===== src/rtl/wsu_pkg.sv =====
// Shared types for the wiper step unit.
// Assumes: nothing beyond IEEE 1800-2017.
package wsu_pkg;

    // Step direction as sampled from the data line.
    typedef enum logic {
        DIR_DOWN = 1'b0,
        DIR_UP   = 1'b1
    } step_dir_e;

endpackage


===== src/rtl/wsu_edge.sv =====
// Edge finder for the synchronised bus clock.
// Assumes: scl_i is already synchronised to clk. The history register resets
// to 1 (idle bus) so that leaving reset never fakes a rising edge.
module wsu_edge (
    input  logic clk,
    input  logic rst_n,
    input  logic scl_i,
    output logic rise_o,
    output logic fall_o
);

    logic scl_q;

    // Keep last cycle's SCL level.
    always_ff @(posedge clk) begin
        if (!rst_n) scl_q <= 1'b1;
        else        scl_q <= scl_i;
    end

    // Decode the two transitions.
    always_comb begin
        rise_o = scl_i & ~scl_q;
        fall_o = ~scl_i & scl_q;
    end

endmodule


===== src/rtl/wsu_mode_ctl.sv =====
// Session control: enters step mode on arm, leaves on any bus condition.
// Assumes: arm_i is a one-cycle pulse from the command front end. abort_i
// (start or stop) has priority over arm_i.
module wsu_mode_ctl #(
    parameter int PW = 2
) (
    input  logic          clk,
    input  logic          rst_n,
    input  logic          arm_i,
    input  logic [PW-1:0] arm_pot_i,
    input  logic          abort_i,
    output logic          active_o,
    output logic [PW-1:0] pot_o
);

    // Track session state and latch the target pot.
    always_ff @(posedge clk) begin
        if (!rst_n) begin
            active_o <= 1'b0;
            pot_o    <= '0;
        end else if (abort_i) begin
            active_o <= 1'b0;
        end else if (arm_i) begin
            active_o <= 1'b1;
            pot_o    <= arm_pot_i;
        end
    end

endmodule


===== src/rtl/wsu_step_seq.sv =====
// Per-pulse sequencer: samples direction at SCL rise and commits at SCL fall.
// Assumes: start/stop can only occur while SCL is high. A bus condition seen
// between rise and fall therefore cancels the pending step.
module wsu_step_seq
    import wsu_pkg::*;
(
    input  logic      clk,
    input  logic      rst_n,
    input  logic      active_i,
    input  logic      abort_i,
    input  logic      rise_i,
    input  logic      fall_i,
    input  logic      sda_i,
    output logic      commit_o,
    output step_dir_e dir_o
);

    logic pending;

    // Hold one pending step between the SCL rising and falling edges.
    always_ff @(posedge clk) begin
        if (!rst_n) begin
            pending <= 1'b0;
            dir_o   <= DIR_DOWN;
        end else if (!active_i || abort_i) begin
            pending <= 1'b0;
        end else if (rise_i) begin
            pending <= 1'b1;
            dir_o   <= step_dir_e'(sda_i);
        end else if (fall_i) begin
            pending <= 1'b0;
        end
    end

    // A step is taken only when the pulse closes cleanly inside the session.
    always_comb begin
        commit_o = pending & fall_i & active_i & ~abort_i;
    end

endmodule


===== src/rtl/wsu_sat_step.sv =====
// Selects the target wiper and forms its saturated next value.
// Assumes: pot_i < NPOTS. Values are unsigned tap indices.
module wsu_sat_step
    import wsu_pkg::*;
#(
    parameter int NPOTS = 4,
    parameter int WW    = 8,
    parameter int PW    = 2
) (
    input  logic [NPOTS*WW-1:0] cur_flat_i,
    input  logic [PW-1:0]       pot_i,
    input  step_dir_e           dir_i,
    output logic [WW-1:0]       next_o,
    output logic                moved_o
);

    logic [WW-1:0] cur_arr [NPOTS];
    logic [WW-1:0] cur;
    logic          at_top;
    logic          at_bot;

    // Slice the flat bus into one word per pot.
    for (genvar g = 0; g < NPOTS; g++) begin : g_slice
        assign cur_arr[g] = cur_flat_i[g*WW +: WW];
    end

    // Pick the target and clamp at the rails.
    always_comb begin
        cur    = cur_arr[pot_i];
        at_top = (cur == '1);
        at_bot = (cur == '0);
        if (dir_i == DIR_UP) begin
            moved_o = ~at_top;
            next_o  = at_top ? cur : cur + WW'(1);
        end else begin
            moved_o = ~at_bot;
            next_o  = at_bot ? cur : cur - WW'(1);
        end
    end

endmodule


===== src/rtl/wiper_step_unit.sv =====
// Top of the serial-clocked wiper step unit.
// Assumes: SCL/SDA synchronised to clk. Start/stop reported as one-cycle
// pulses. The wiper register owner applies upd_* on the cycle it is valid.
module wiper_step_unit
    import wsu_pkg::*;
#(
    parameter int  NPOTS = 4,
    parameter int  WW    = 8,
    localparam int PW    = (NPOTS > 1) ? $clog2(NPOTS) : 1
) (
    input  logic                clk,
    input  logic                rst_n,
    input  logic                arm_i,
    input  logic [PW-1:0]       arm_pot_i,
    input  logic                scl_i,
    input  logic                sda_i,
    input  logic                start_det_i,
    input  logic                stop_det_i,
    input  logic [NPOTS*WW-1:0] wiper_cur_i,
    output logic                active_o,
    output logic                upd_valid_o,
    output logic [PW-1:0]       upd_pot_o,
    output logic [WW-1:0]       upd_value_o,
    output logic                step_up_o,
    output logic                step_dn_o
);

    logic          abort;
    logic          rise;
    logic          fall;
    logic          commit;
    logic [PW-1:0] pot;
    step_dir_e     dir;
    logic [WW-1:0] next_val;
    logic          moved;

    // Any bus condition terminates the session.
    always_comb abort = start_det_i | stop_det_i;

    wsu_edge u_edge (
        .clk    (clk),
        .rst_n  (rst_n),
        .scl_i  (scl_i),
        .rise_o (rise),
        .fall_o (fall)
    );

    wsu_mode_ctl #(.PW(PW)) u_mode (
        .clk       (clk),
        .rst_n     (rst_n),
        .arm_i     (arm_i),
        .arm_pot_i (arm_pot_i),
        .abort_i   (abort),
        .active_o  (active_o),
        .pot_o     (pot)
    );

    wsu_step_seq u_seq (
        .clk      (clk),
        .rst_n    (rst_n),
        .active_i (active_o),
        .abort_i  (abort),
        .rise_i   (rise),
        .fall_i   (fall),
        .sda_i    (sda_i),
        .commit_o (commit),
        .dir_o    (dir)
    );

    wsu_sat_step #(.NPOTS(NPOTS), .WW(WW), .PW(PW)) u_sat (
        .cur_flat_i (wiper_cur_i),
        .pot_i      (pot),
        .dir_i      (dir),
        .next_o     (next_val),
        .moved_o    (moved)
    );

    // Register the update strobe and the step pulses.
    always_ff @(posedge clk) begin
        if (!rst_n) begin
            upd_valid_o <= 1'b0;
            upd_pot_o   <= '0;
            upd_value_o <= '0;
            step_up_o   <= 1'b0;
            step_dn_o   <= 1'b0;
        end else begin
            upd_valid_o <= commit;
            step_up_o   <= commit & moved & (dir == DIR_UP);
            step_dn_o   <= commit & moved & (dir == DIR_DOWN);
            if (commit) begin
                upd_pot_o   <= pot;
                upd_value_o <= next_val;
            end
        end
    end

endmodule


===== config.mk =====
export PLATFORM = sky130hd
export DESIGN_NAME = wiper_step_unit
export DESIGN_NICKNAME = d
export VERILOG_FILES = /design/src/rtl/wsu_pkg.sv /design/src/rtl/wsu_edge.sv /design/src/rtl/wsu_mode_ctl.sv /design/src/rtl/wsu_step_seq.sv /design/src/rtl/wsu_sat_step.sv /design/src/rtl/wiper_step_unit.sv
export SDC_FILE = /design/constraint.sdc
export NUM_CORES = 1
export LEC_CHECK = 0
export ABC_AREA = 1
export BUFFER_PORTS_ARGS = -buffer_cell sky130_fd_sc_hd__buf_2
export CAP_MARGIN = 20
export CORE_MARGIN = 3
export CORE_UTILIZATION = 56
export DETAILED_ROUTE_END_ITERATION = 16
export PLACE_DENSITY = 0.83
export SYNTH_ARGS = -nofsm -noshare
export SYNTH_HDL_FRONTEND = slang
export SYNTH_SLANG_ARGS = --single-unit

===== constraint.sdc =====
create_clock -name clk -period 2.83 [get_ports clk]
set_input_delay 0.283 -clock clk [delete_from_list [all_inputs] [get_ports clk]]
set_output_delay 0.283 -clock clk [all_outputs]
set_load 0.02 [all_outputs]

==> impl_results.md, run 1 <==
- Status: finished clean
- Antenna violations before repair: 0
- Hold path cells: 3
- Die Ht: 62.9 µm
- Placed cells: 371
- Crit path DAT: 2.13 ns
- Crit-path cells: inv_2, nand2_1, nand3_2, nand2_4, inv_2, ha_1, nand3_4, inv_2, nand3_2, nand2_1, nand2_1, a31oi_1
- Number of detailed-route iterations in the first pass: 4
- Slew Limit Fails: 0
- CTS root buf: clkbuf_4
- Max VDD drop: 0.249 mV
- Crit start category: register
- Yosys reg bits: 19
- Worst relative slew slack: 72.2%
- Final Critical Period: 1.91 ns
- H-tree depth: 1
- Final Setup Violations: 0
- Vias in the first global route: 1,757
- Sw power: 246 µW
- First-pass GRT wire length: 7.15 mm
- PD cells: 317 mW/mm²
- Row cnt: 20
- Layout area overhead: 15.2%
- Setup repair after global routing missed its margin: false
- Crit end category: register
- Num ports: 55
- Die ar.: 0.00396 mm²
- Worst path max stage delay: 0.33 ns
- Seq/Total Area, Yosys: 21.0%
- Reg2Reg Depth: 12
- Final net count: 378
- Total CTS buffers: 3
- Hold Vio Cnt, Final: 0
- # diodes: 0
- Internal power: 417 µW
- TNS Setup: 0 ns
- # DRC: 0
- Initial core utilization: 59.0%
- Share of layout cells above drive strength 1: 34.4%
- Clk Latency, worst-skew pair: 0.30 ns
- Yosys warns: 0
- Global route overflow: 0
- Cells after synthesis: 281
- Cts hold-fix bufs: 0
- CTS tree: yes
- Hold_ws: 0.206 ns
- IO buf count: 54
- # fillers: 294
- Synth cell types: 32
- Hold WC Path Type: in2reg
- Drt total wl: 4.11 mm
- Setup WS pre-CTS: 0.949 ns
- Critical path data required time: 3.05 ns
- Slowest CP cell: dfxtp_1
- Switching Share: 37.1%
- Worst Slack Setup Final: 0.918 ns
- DR vias: 1,892
- Syn nets: 327
- Mapped cell area: 0.00182 mm²
- Routability cong.: 0.975
- Largest net degree at the start of global routing: 22
- Fmax: 0.523 GHz
- Core Area: 0.00308 mm²
- DP Wirelength: 3.41 mm
- Routed vias/inst: 5.05
- CTS-repair resized insts: 0
- CTS Sinks: 19
- Worst Skew: 0.00636 ns
- Crit-path max FO: 21
- Post-route ant nets: 0
- Post-synth EDFFs: 0
- Wire per inst: 11.0 µm
- Post-Layout Cell Count: 375
- Share of power burned in registers: 40.9%
- Primary FF master, synth: dfxtp_1
- Post-synth ARST share: 0%
- Clock group share of total power: 20.4%
- CP Class: reg2reg
- Die width: 62.9 µm
- CTS clk-pin slew, worst paths: 0.10 ns
- Period utilization: 67.6%
- GRT Total Usage: 21.3%
- Max Cap Viol: 0
- Setup Fix Bufs, Post-CTS: 0
- Share of total power in combinational logic: 38.6%
- Max clock buf depth: 2
- 1st-iter DRT viols: 96
- Slew @ Worst Pin: 0.417 ns
- Avg Cell Area, Syn: 6.46 µm²
- Lkg Pwr: 0.00112 µW
## power by group through the flow
stage               registers, µW  logic [µW]  clock network (µW)
CTS                           271         255                 138
finish                        271         256                 135
floorplan                     278         201                   0
global placement              277         250                   0
detailed placement            277         254                   0
global route                  272         286                 149
## cells in the mapped netlist, types with 2 or more instances
cell	count	area share, %
dfxtp_1	19	21
nand3_1	29	8.0
a31oi_1	2	0.69
ha_1	5	3.4
nand2_2	23	7.9
a21oi_1	12	3.3
buf_6	4	2.5
o21ai_0	13	3.6
nor2_4	3	1.9
nor2_2	4	1.4
nor2_1	16	3.3
o21ai_1	3	0.83
xor2_1	2	0.97
nand3_2	9	5.0
inv_2	4	0.83
nand3_4	2	1.9
nand2_4	6	3.7
inv_1	20	4.1
buf_2	2	0.55
nand2_1	91	19
## cell families after synthesis
logic type               share of synthesized area (%)
flip-flops                                        21.0
adder cells (fa/ha/maj)                           3.45
buffers and inverters                             10.7
AO/OA/AOI/OAI                                     9.30
AND/OR/NAND/NOR                                   53.6
XOR/XNOR                                          1.45
multiplexers                                     0.551
## final timing paths
kind / from / to / slack (ns)
hold reg to reg: u_mode.active_o / u_seq.pending / 0.51
hold / removal: scl_i / u_edge.scl_q / 0.21
setup reg to reg: u_mode.pot_o[0] / upd_value_o[2] / 0.92
setup / recovery: u_mode.pot_o[0] / upd_value_o[2] / 0.92
## per-stage QoR
stage	cell area (µm²)	total power [µW]	utilization, %
after global routing	2090	706	68.0
final	2090	663	68.0
after detailed placement	2070	532	67.1
after global placement	2070	527	67.1
after CTS	2090	664	68.0
after floorplan	1820	479	-
## placed cells by master, fill, tap and decap left out
| master | netlist | routed |
|---|---|---|
| o21ai_0 | 13 | 13 |
| a31oi_1 | 2 | 2 |
| nand2_1 | 91 | 91 |
| o21ai_1 | 3 | 3 |
| nand4_1 | 1 | 1 |
| inv_6 | 1 | 1 |
| dfxtp_1 | 19 | 19 |
| nand3_1 | 29 | 29 |
| a21oi_4 | 1 | 1 |
| inv_2 | 4 | 4 |
| nor3_1 | 1 | 1 |
| clkbuf_4 | 0 | 3 |
| nor2_4 | 3 | 3 |
| a21oi_1 | 12 | 12 |
| clkbuf_1 | 1 | 1 |
| nor2_2 | 4 | 4 |
| nand3_2 | 9 | 9 |
| nor2_8 | 1 | 1 |
| clkinv_2 | 1 | 1 |
| xor2_1 | 2 | 2 |
| nand2_2 | 23 | 23 |
| buf_2 | 2 | 54 |
| nor2_1 | 16 | 16 |
| inv_1 | 20 | 20 |
| nand2_4 | 6 | 6 |
| buf_4 | 1 | 2 |
| mux2i_1 | 1 | 1 |
| ha_1 | 5 | 5 |
| xnor2_1 | 1 | 1 |
| nand3_4 | 2 | 2 |
## flip-flops by register name, summed over array words and instances, names as in the netlist
name	cells
u_mode.pot_o	2
u_mode.active_o	1
u_seq.pending	1
upd_value_o	8
step_dn_o	1
upd_pot_o	2
upd_valid_o	1
u_edge.scl_q	1
step_up_o	1
u_seq.dir_o	1
## final cells by class
cell class | instances | area (µm²) | share of cell area, %
Inverter | 26 | 104 | 4.96
Multi-Input combinational cell | 226 | 1240 | 59.3
Sequential cell | 19 | 380 | 18.2
Timing Repair Buffer | 56 | 285 | 13.6
Clock buffer | 4 | 26.3 | 1.26
Tap cell | 44 | 55.1 | 2.63
## routing by layer
metal  vias to the layer above  track usage, %  share of wire [%]
li1                        989               -                  -
met5                         -               0                  0
met3                         6            3.60                5.6
met4                         0            4.13               0.88
met2                        59            37.3                 49
met1                       838            27.3                 45
## critical path, delay by kind of cell, from the launching register on
kind	cells	cell delay, ns
AO/OA/AOI/OAI	1	0.19
adder cells (fa/ha/maj)	1	0.21
buffers and inverters	3	0.42
AND/OR/NAND/NOR	7	0.68
flip-flops	1	0.33
(Power assumes the default switching activity.)
==> run 2, diff against run 1 <==
--- a/config.mk
+++ b/config.mk
@@ -5,13 +5,13 @@
 export SDC_FILE = /design/constraint.sdc
 export NUM_CORES = 1
 export LEC_CHECK = 0
-export ABC_AREA = 1
+export ABC_AREA = 0
 export BUFFER_PORTS_ARGS = -buffer_cell sky130_fd_sc_hd__buf_2
 export CAP_MARGIN = 20
 export CORE_MARGIN = 3
-export CORE_UTILIZATION = 56
+export CORE_UTILIZATION = 48
 export DETAILED_ROUTE_END_ITERATION = 16
-export PLACE_DENSITY = 0.83
+export PLACE_DENSITY = 0.77
 export SYNTH_ARGS = -nofsm -noshare
 export SYNTH_HDL_FRONTEND = slang
 export SYNTH_SLANG_ARGS = --single-unit
==> constraint.sdc (replaced) <==
create_clock -name clk -period 1.9 [get_ports clk]
set_input_delay 0.19 -clock clk [delete_from_list [all_inputs] [get_ports clk]]
set_output_delay 0.19 -clock clk [all_outputs]
set_load 0.02 [all_outputs]
==> run 2 against run 1 <==
The run now ends with negative setup slack left. Critical path depth fell by 5. Die area fell by 12%. Hold slack got worse by 0.11 ns. Synthesized area fell by 25%. Register-to-register slack got worse by 1.4 ns. Setup slack got worse by 1.4 ns. Maximum frequency fell by 20%. Clock power rose by 55%. First-iteration DRC count fell by 28%. Synthesized cell count fell by 48%. Largest cell class unchanged.
==> impl_results.md, run 2 <==
- Status: finished with violations
- Failing checks: negative setup slack
- Sw power: 266 µW
- Core Area: 0.00259 mm²
- Initial core utilization: 52.4%
- Reg2Reg Depth: 7
- Period utilization: 125%
- Worst Skew: 0.00971 ns
- Antenna violations before repair: 0
- Layout area overhead: 45.6%
- Worst min-delay path startpoint: scl_i
- Die Ht: 59.2 µm
- Largest family of logic cells by synthesized area: compound AO/OA/AOI/OAI gates
- Cells after synthesis: 147
- # fillers: 183
- Max reg flops: 8
- Max VDD drop: 0.542 mV
- Post-synth ARST share: 0%
- Count leader, synth: dfxtp_1
- Adder-Cell Fraction of Synth Area: 4.61%
- CTS Sinks: 19
- Compound-Gate Fraction of Synth Area: 22.5%
- Num ports: 55
- Mapped cell area: 0.00136 mm²
- Post-route ant nets: 0
- Crit start category: register
- CTS tree: yes
- Regs by FF count: upd_value_o (8), u_mode.pot_o (2), upd_pot_o (2)
- Worst Slack Setup Final: -0.480 ns
- Row cnt: 18
- Worst R2R End: upd_value_o[1]
- Switching Share: 29.8%
- Worst relative slew slack: 69.9%
- Total CTS buffers: 3
- Global route overflow: 0
- Max Cap Viol: 0
- Syn nets: 193
- Area contributors post-synth: dfxtp_1 (28%), mux4_2 (13%), ha_1 (4.6%)
- Multiplexer area fraction after synthesis: 15.6%
- Post-synth EDFFs: 0
- Wire per inst: 17.0 µm
- Post-Layout Cell Count: 258
- Primary FF master, synth: dfxtp_1
- Xor/xnor cell area share of the yosys netlist: 1.94%
- Crit path DAT: 2.58 ns
- R2R Path Start: u_mode.pot_o[0]
- Commonest cells post-synth: dfxtp_1 (19), nand2_1 (12), nand3_1 (11)
- Post-DP Area: 0.00186 mm²
- Avg Cell Area, Syn: 9.24 µm²
- GRT Total Usage: 27.2%
- CTS clk-pin slew, worst paths: 0.11 ns
- Hold Vio Cnt, Final: 0
- Share of total power in combinational logic: 31.3%
- Crit-path max FO: 4
- Routed vias/inst: 6.14
- Internal power: 626 µW
- Largest net degree at the start of global routing: 12
- H-tree depth: 1
- Seq/Total Area, Yosys: 28.0%
- Number of detailed-route iterations in the first pass: 4
- # diodes: 0
- Share of power burned in registers: 45.3%
- Die ar.: 0.00350 mm²
- Hold WC Path Type: in2reg
- Clk Latency, worst-skew pair: 0.30 ns
- CP Class: reg2reg
- Commonest non-fill, non-tap cell in the layout: buf_2
- Cell taking the most area after synthesis: dfxtp_1
- Yosys reg bits: 19
- Setup repair after global routing missed its margin: true
- Lkg Pwr: 0.000910 µW
- Share of layout cells above drive strength 1: 53.5%
- # DRC: 0
- Reg2Reg Setup Slack: -0.48 ns
- Final design area excluding fillers: 0.00198 mm²
- Crit end category: register
- Final Critical Period: 2.38 ns
- PD cells: 451 mW/mm²
- Drt total wl: 4.38 mm
- Routability cong.: 0.968
- 1st-iter DRT viols: 69
- Vias in the first global route: 1,639
- IO buf count: 54
- Hold Path End: u_edge.scl_q
- Synth cell types: 45
- DP Wirelength: 3.55 mm
- Multi-input gate area: 970 µm²
- Hold path cells: 3
- Register with the most flip-flops: upd_value_o
- Slew Limit Fails: 0
- Sequential Area: 384 µm²
- Fraction of the mapped netlist area in simple logic gates: 20.9%
- First-pass GRT wire length: 7.31 mm
- Clock group share of total power: 23.4%
- Slew @ Worst Pin: 0.447 ns
- Placed cells: 251
- Highest-count cells in the layout ignoring fill and taps: buf_2 (54), buf_4 (30), dfxtp_1 (18)
- CTS root buf: clkbuf_4
- Yosys top cell area share: 28.0%
- Max clock buf depth: 2
- Fmax: 0.420 GHz
- Final Setup Violations: 10
- Final net count: 275
- Critical path data required time: 2.10 ns
- Die width: 59.2 µm
- DR vias: 1,584
- Yosys warns: 0
[run 2: cell count changes in the layout (fill, tap and decap cells not counted), sizes merged, moves of 8 or more]
cell / delta
nand2: -108
buf: +31
nand3: -29
inv: -17
nor2: -16
o21ai: -9
a21oi: -8
mux4: +8
[run 2: worst max path at each step]
stage / startpoint / endpoint / slack [ns] / cells past startpoint
finish: u_mode.pot_o[0] / upd_value_o[1] / -0.48 / 7
global route: u_mode.pot_o[0] / upd_value_o[4] / -0.55 / 9
CTS: u_mode.pot_o[0] / upd_value_o[1] / -0.46 / 7
detailed placement: u_mode.pot_o[0] / upd_value_o[1] / -0.45 / 7
global placement: u_mode.pot_o[0] / upd_value_o[6] / -0.40 / 8
floorplan: u_mode.pot_o[0] / upd_value_o[1] / -0.47 / 8
[run 2: metrics by stage]
| stage | TNS, ns | setup slack [ns] | util (%) | hold WS, ns | total power [µW] |
|---|---|---|---|---|---|
| detailed placement | -3.48 | -0.452 | 71.8 | 0.419 | 670 |
| global route | -4.55 | -0.553 | 76.3 | 0.115 | 939 |
| finish | -3.64 | -0.480 | 76.3 | 0.100 | 892 |
| floorplan | -3.19 | -0.470 | - | 0.290 | 553 |
| global placement | -2.95 | -0.403 | 71.8 | 0.394 | 659 |
| CTS | -3.46 | -0.463 | 73.4 | 0.104 | 871 |
[run 2: area by class of cell]
type	instances	share of cell area, %
Timing Repair Buffer	87	26.8
Tap cell	30	1.90
Sequential cell	19	19.4
Clock buffer	4	1.33
Multi-Input combinational cell	110	49.1
Inverter	8	1.52
[run 2: routing by layer]
metal	GRT usage, %	up-vias	part of all wire (%)
li1	-	729	-
met3	5.66	12	6.2
met5	0	-	0
met4	7.77	0	1.7
met1	30.8	774	37
met2	50.4	69	55
[run 2: worst max-delay path, cell delays in order (launching register included)]
cell and delay, ns:
dfxtp_4 0.39, mux4_2 0.52, inv_2 0.10, ha_4 0.13
inv_2 0.03, or4_4 0.52, o211a_1 0.24, o41ai_2 0.35
[run 2: logic make-up (layout without fill, tap and decap cells)]
| group | count (synthesis) | count (layout) |
|---|---|---|
| and+or+nand+nor | 52 | 52 |
| DFF | 19 | 19 |
| buffers and inverters | 18 | 99 |
| muxes | 11 | 11 |
| adders and majority gates | 5 | 5 |
| xor gates and xnor gates | 3 | 3 |
| AOI/OAI and AO/OA | 39 | 39 |
[run 2: power by group through the flow]
| stage | sequential (µW) | clock, µW | combinational, µW |
|---|---|---|---|
| CTS | 404 | 209 | 258 |
| global placement | 413 | 0 | 246 |
| floorplan | 413 | 0 | 141 |
| global route | 404 | 230 | 304 |
| detailed placement | 414 | 0 | 256 |
| finish | 404 | 209 | 280 |
[run 2: timing repair]
item / in CTS / in global routing
hold buffers: 0 / 0
pin swaps: 4 / 7
setup endpoints to repair: 10 / 10
setup buffers: 0 / 3
gates resized for setup: 4 / 12
==> run 3, diff against run 2 <==
--- a/config.mk
+++ b/config.mk
@@ -12,6 +12,7 @@
 export CORE_UTILIZATION = 48
 export DETAILED_ROUTE_END_ITERATION = 16
 export PLACE_DENSITY = 0.77
+export SETUP_SLACK_MARGIN = 0.4
 export SYNTH_ARGS = -nofsm -noshare
 export SYNTH_HDL_FRONTEND = slang
 export SYNTH_SLANG_ARGS = --single-unit
==> run 3 against run 2 <==
The flow still finishes with violations (negative setup slack). Critical path depth shrank 2. Routed wire length fell by 1.6%. Utilization is 1.3 points higher. Global-route usage is 0.30 points lower. Non-clock buffer count fell by 2. Critical path type unchanged. Hold slack better by 0.011 ns. Via count is 1.9% lower. Clock skew down 0.0089 ns. Setup slack better by 0.076 ns. Sequential cell count stayed put. Count of clock-buffer cells in the layout unchanged. Largest cell class unchanged.
==> impl_results.md, run 3 (synthesis gave the netlist of run 2 again) <==
- Initial core utilization: 52.4%
- Period utilization: 121%
- Max clock buf depth: 2
- Post-route ant nets: 0
- Highest-count cells in the layout ignoring fill and taps: buf_2 (54), buf_4 (25), dfxtp_1 (18)
- DR vias: 1,554
- Crit-path max FO: 5
- CTS Sinks: 19
- Max Cap Viol: 0
- Worst Skew: 0.000789 ns
- IO buf count: 54
- Status: finished with violations
- Worst min-delay path startpoint: scl_i
- Final net count: 273
- CTS tree: yes
- Die ar.: 0.00350 mm²
- Crit end category: register
- Layout area overhead: 48.0%
- Routed vias/inst: 6.07
- Crit start category: register
- First-pass GRT wire length: 7.14 mm
- Largest net degree at the start of global routing: 12
- Critical path data required time: 2.10 ns
- Worst R2R End: upd_value_o[1]
- Hold path cells: 3
- Share of layout cells above drive strength 1: 55.3%
- Internal power: 632 µW
- Vias in the first global route: 1,561
- Reg2Reg Depth: 5
- Hold Path End: u_edge.scl_q
- Worst relative slew slack: 72.3%
- Number of detailed-route iterations in the first pass: 4
- Drt total wl: 4.31 mm
- Setup repair after global routing missed its margin: true
- Total CTS buffers: 3
- Reg2Reg Setup Slack: -0.40 ns
- Max reg flops: 8
- Routability cong.: 0.960
- Slew Limit Fails: 0
- Fmax: 0.434 GHz
- Final Setup Violations: 10
- Row cnt: 18
- Clk Latency, worst-skew pair: 0.29 ns
- Slew @ Worst Pin: 0.415 ns
- CTS clk-pin slew, worst paths: 0.10 ns
- Wire per inst: 16.8 µm
- Switching Share: 30.1%
- Crit path DAT: 2.51 ns
- PD cells: 450 mW/mm²
- TNS Setup: -2.86 ns
- 1st-iter DRT viols: 81
- DP Wirelength: 3.38 mm
- Antenna violations before repair: 0
- Hold WC Path Type: in2reg
- Failing checks: negative setup slack
- Sw power: 272 µW
- Die width: 59.2 µm
- # diodes: 0
- Max VDD drop: 0.382 mV
- CTS root buf: clkbuf_4
- Clock group share of total power: 22.6%
- Num ports: 55
- CP Class: reg2reg
- Register with the most flip-flops: upd_value_o
- Global route overflow: 0
- Cts hold-fix bufs: 0
- R2R Path Start: u_mode.pot_o[0]
- Hold_ws: 0.111 ns
- Share of power burned in registers: 44.7%
- GRT Total Usage: 26.9%
- Share of total power in combinational logic: 32.7%
- # DRC: 0
- Final Critical Period: 2.30 ns
- H-tree depth: 1
- Worst Setup SP: u_mode.pot_o[0]
- Worst Slack Setup Final: -0.404 ns
- Hold Vio Cnt, Final: 0
- Die Ht: 59.2 µm
- Commonest non-fill, non-tap cell in the layout: buf_2
- Regs by FF count: upd_value_o (8), u_mode.pot_o (2), upd_pot_o (2)
- # fillers: 178
- Core Area: 0.00259 mm²
- Lkg Pwr: 0.000917 µW
[run 3: per-layer routing]
| metal | vias up | track usage, % | share of wire (%) |
|---|---|---|---|
| met5 | - | 0 | 0 |
| met4 | 0 | 9.06 | 1.9 |
| met3 | 13 | 6.75 | 8.1 |
| met2 | 80 | 48.8 | 54 |
| met1 | 738 | 30.0 | 36 |
| li1 | 723 | - | - |
[run 3: what timing repair did]
action,CTS,global route
resized for setup,22,3
endpoints found under the setup margin,10,11
buffers inserted,3,0
hold endpoints to repair,0,0
pin swaps,11,2
[run 3: worst max path at each step]
stage                                end  slack, ns  cells past startpoint
after floorplan           upd_value_o[1]      -0.47                      8
after global placement    upd_value_o[1]      -0.35                      7
after detailed placement  upd_value_o[1]      -0.42                      7
after CTS                 upd_value_o[1]      -0.40                      5
after global routing      upd_value_o[1]      -0.47                      5
final                     upd_value_o[1]      -0.40                      5
[run 3: metrics by stage]
| stage | power [µW] | setup slack (ns) | instance area [µm²] | cells | util [%] |
|---|---|---|---|---|---|
| global route | 946 | -0.471 | 2010 | 256 | 77.6 |
| floorplan | 553 | -0.470 | 1390 | 147 | - |
| detailed placement | 667 | -0.420 | 1850 | 249 | 71.4 |
| finish | 904 | -0.404 | 2010 | 256 | 77.6 |
| global placement | 659 | -0.355 | 1850 | 249 | 71.4 |
| CTS | 898 | -0.402 | 1990 | 256 | 77.0 |
[run 3: power by group through the flow]
stage	Combinational (µW)	Sequential [µW]	Clock (µW)
detailed placement	254	414	0
CTS	284	404	210
global route	317	404	225
floorplan	141	413	0
global placement	246	413	0
finish	296	404	204
[run 3: critical path: stages (launching register included)]
cell and delay (ns):
dfxtp_4 0.40, buf_4 0.14, mux4_2 0.53, or4_4 0.57, o211a_1 0.26, o41ai_2 0.31
[run 3: cell type report]
cell class                 count  area, µm²  area share (%)
clock buffer                   4       26.3            1.31
inverter                       8       30.0            1.49
multi-input combinational    110       1010            50.1
sequential                    19        384            19.1
tap                           30       37.5            1.87
timing repair buffer          85        526            26.2
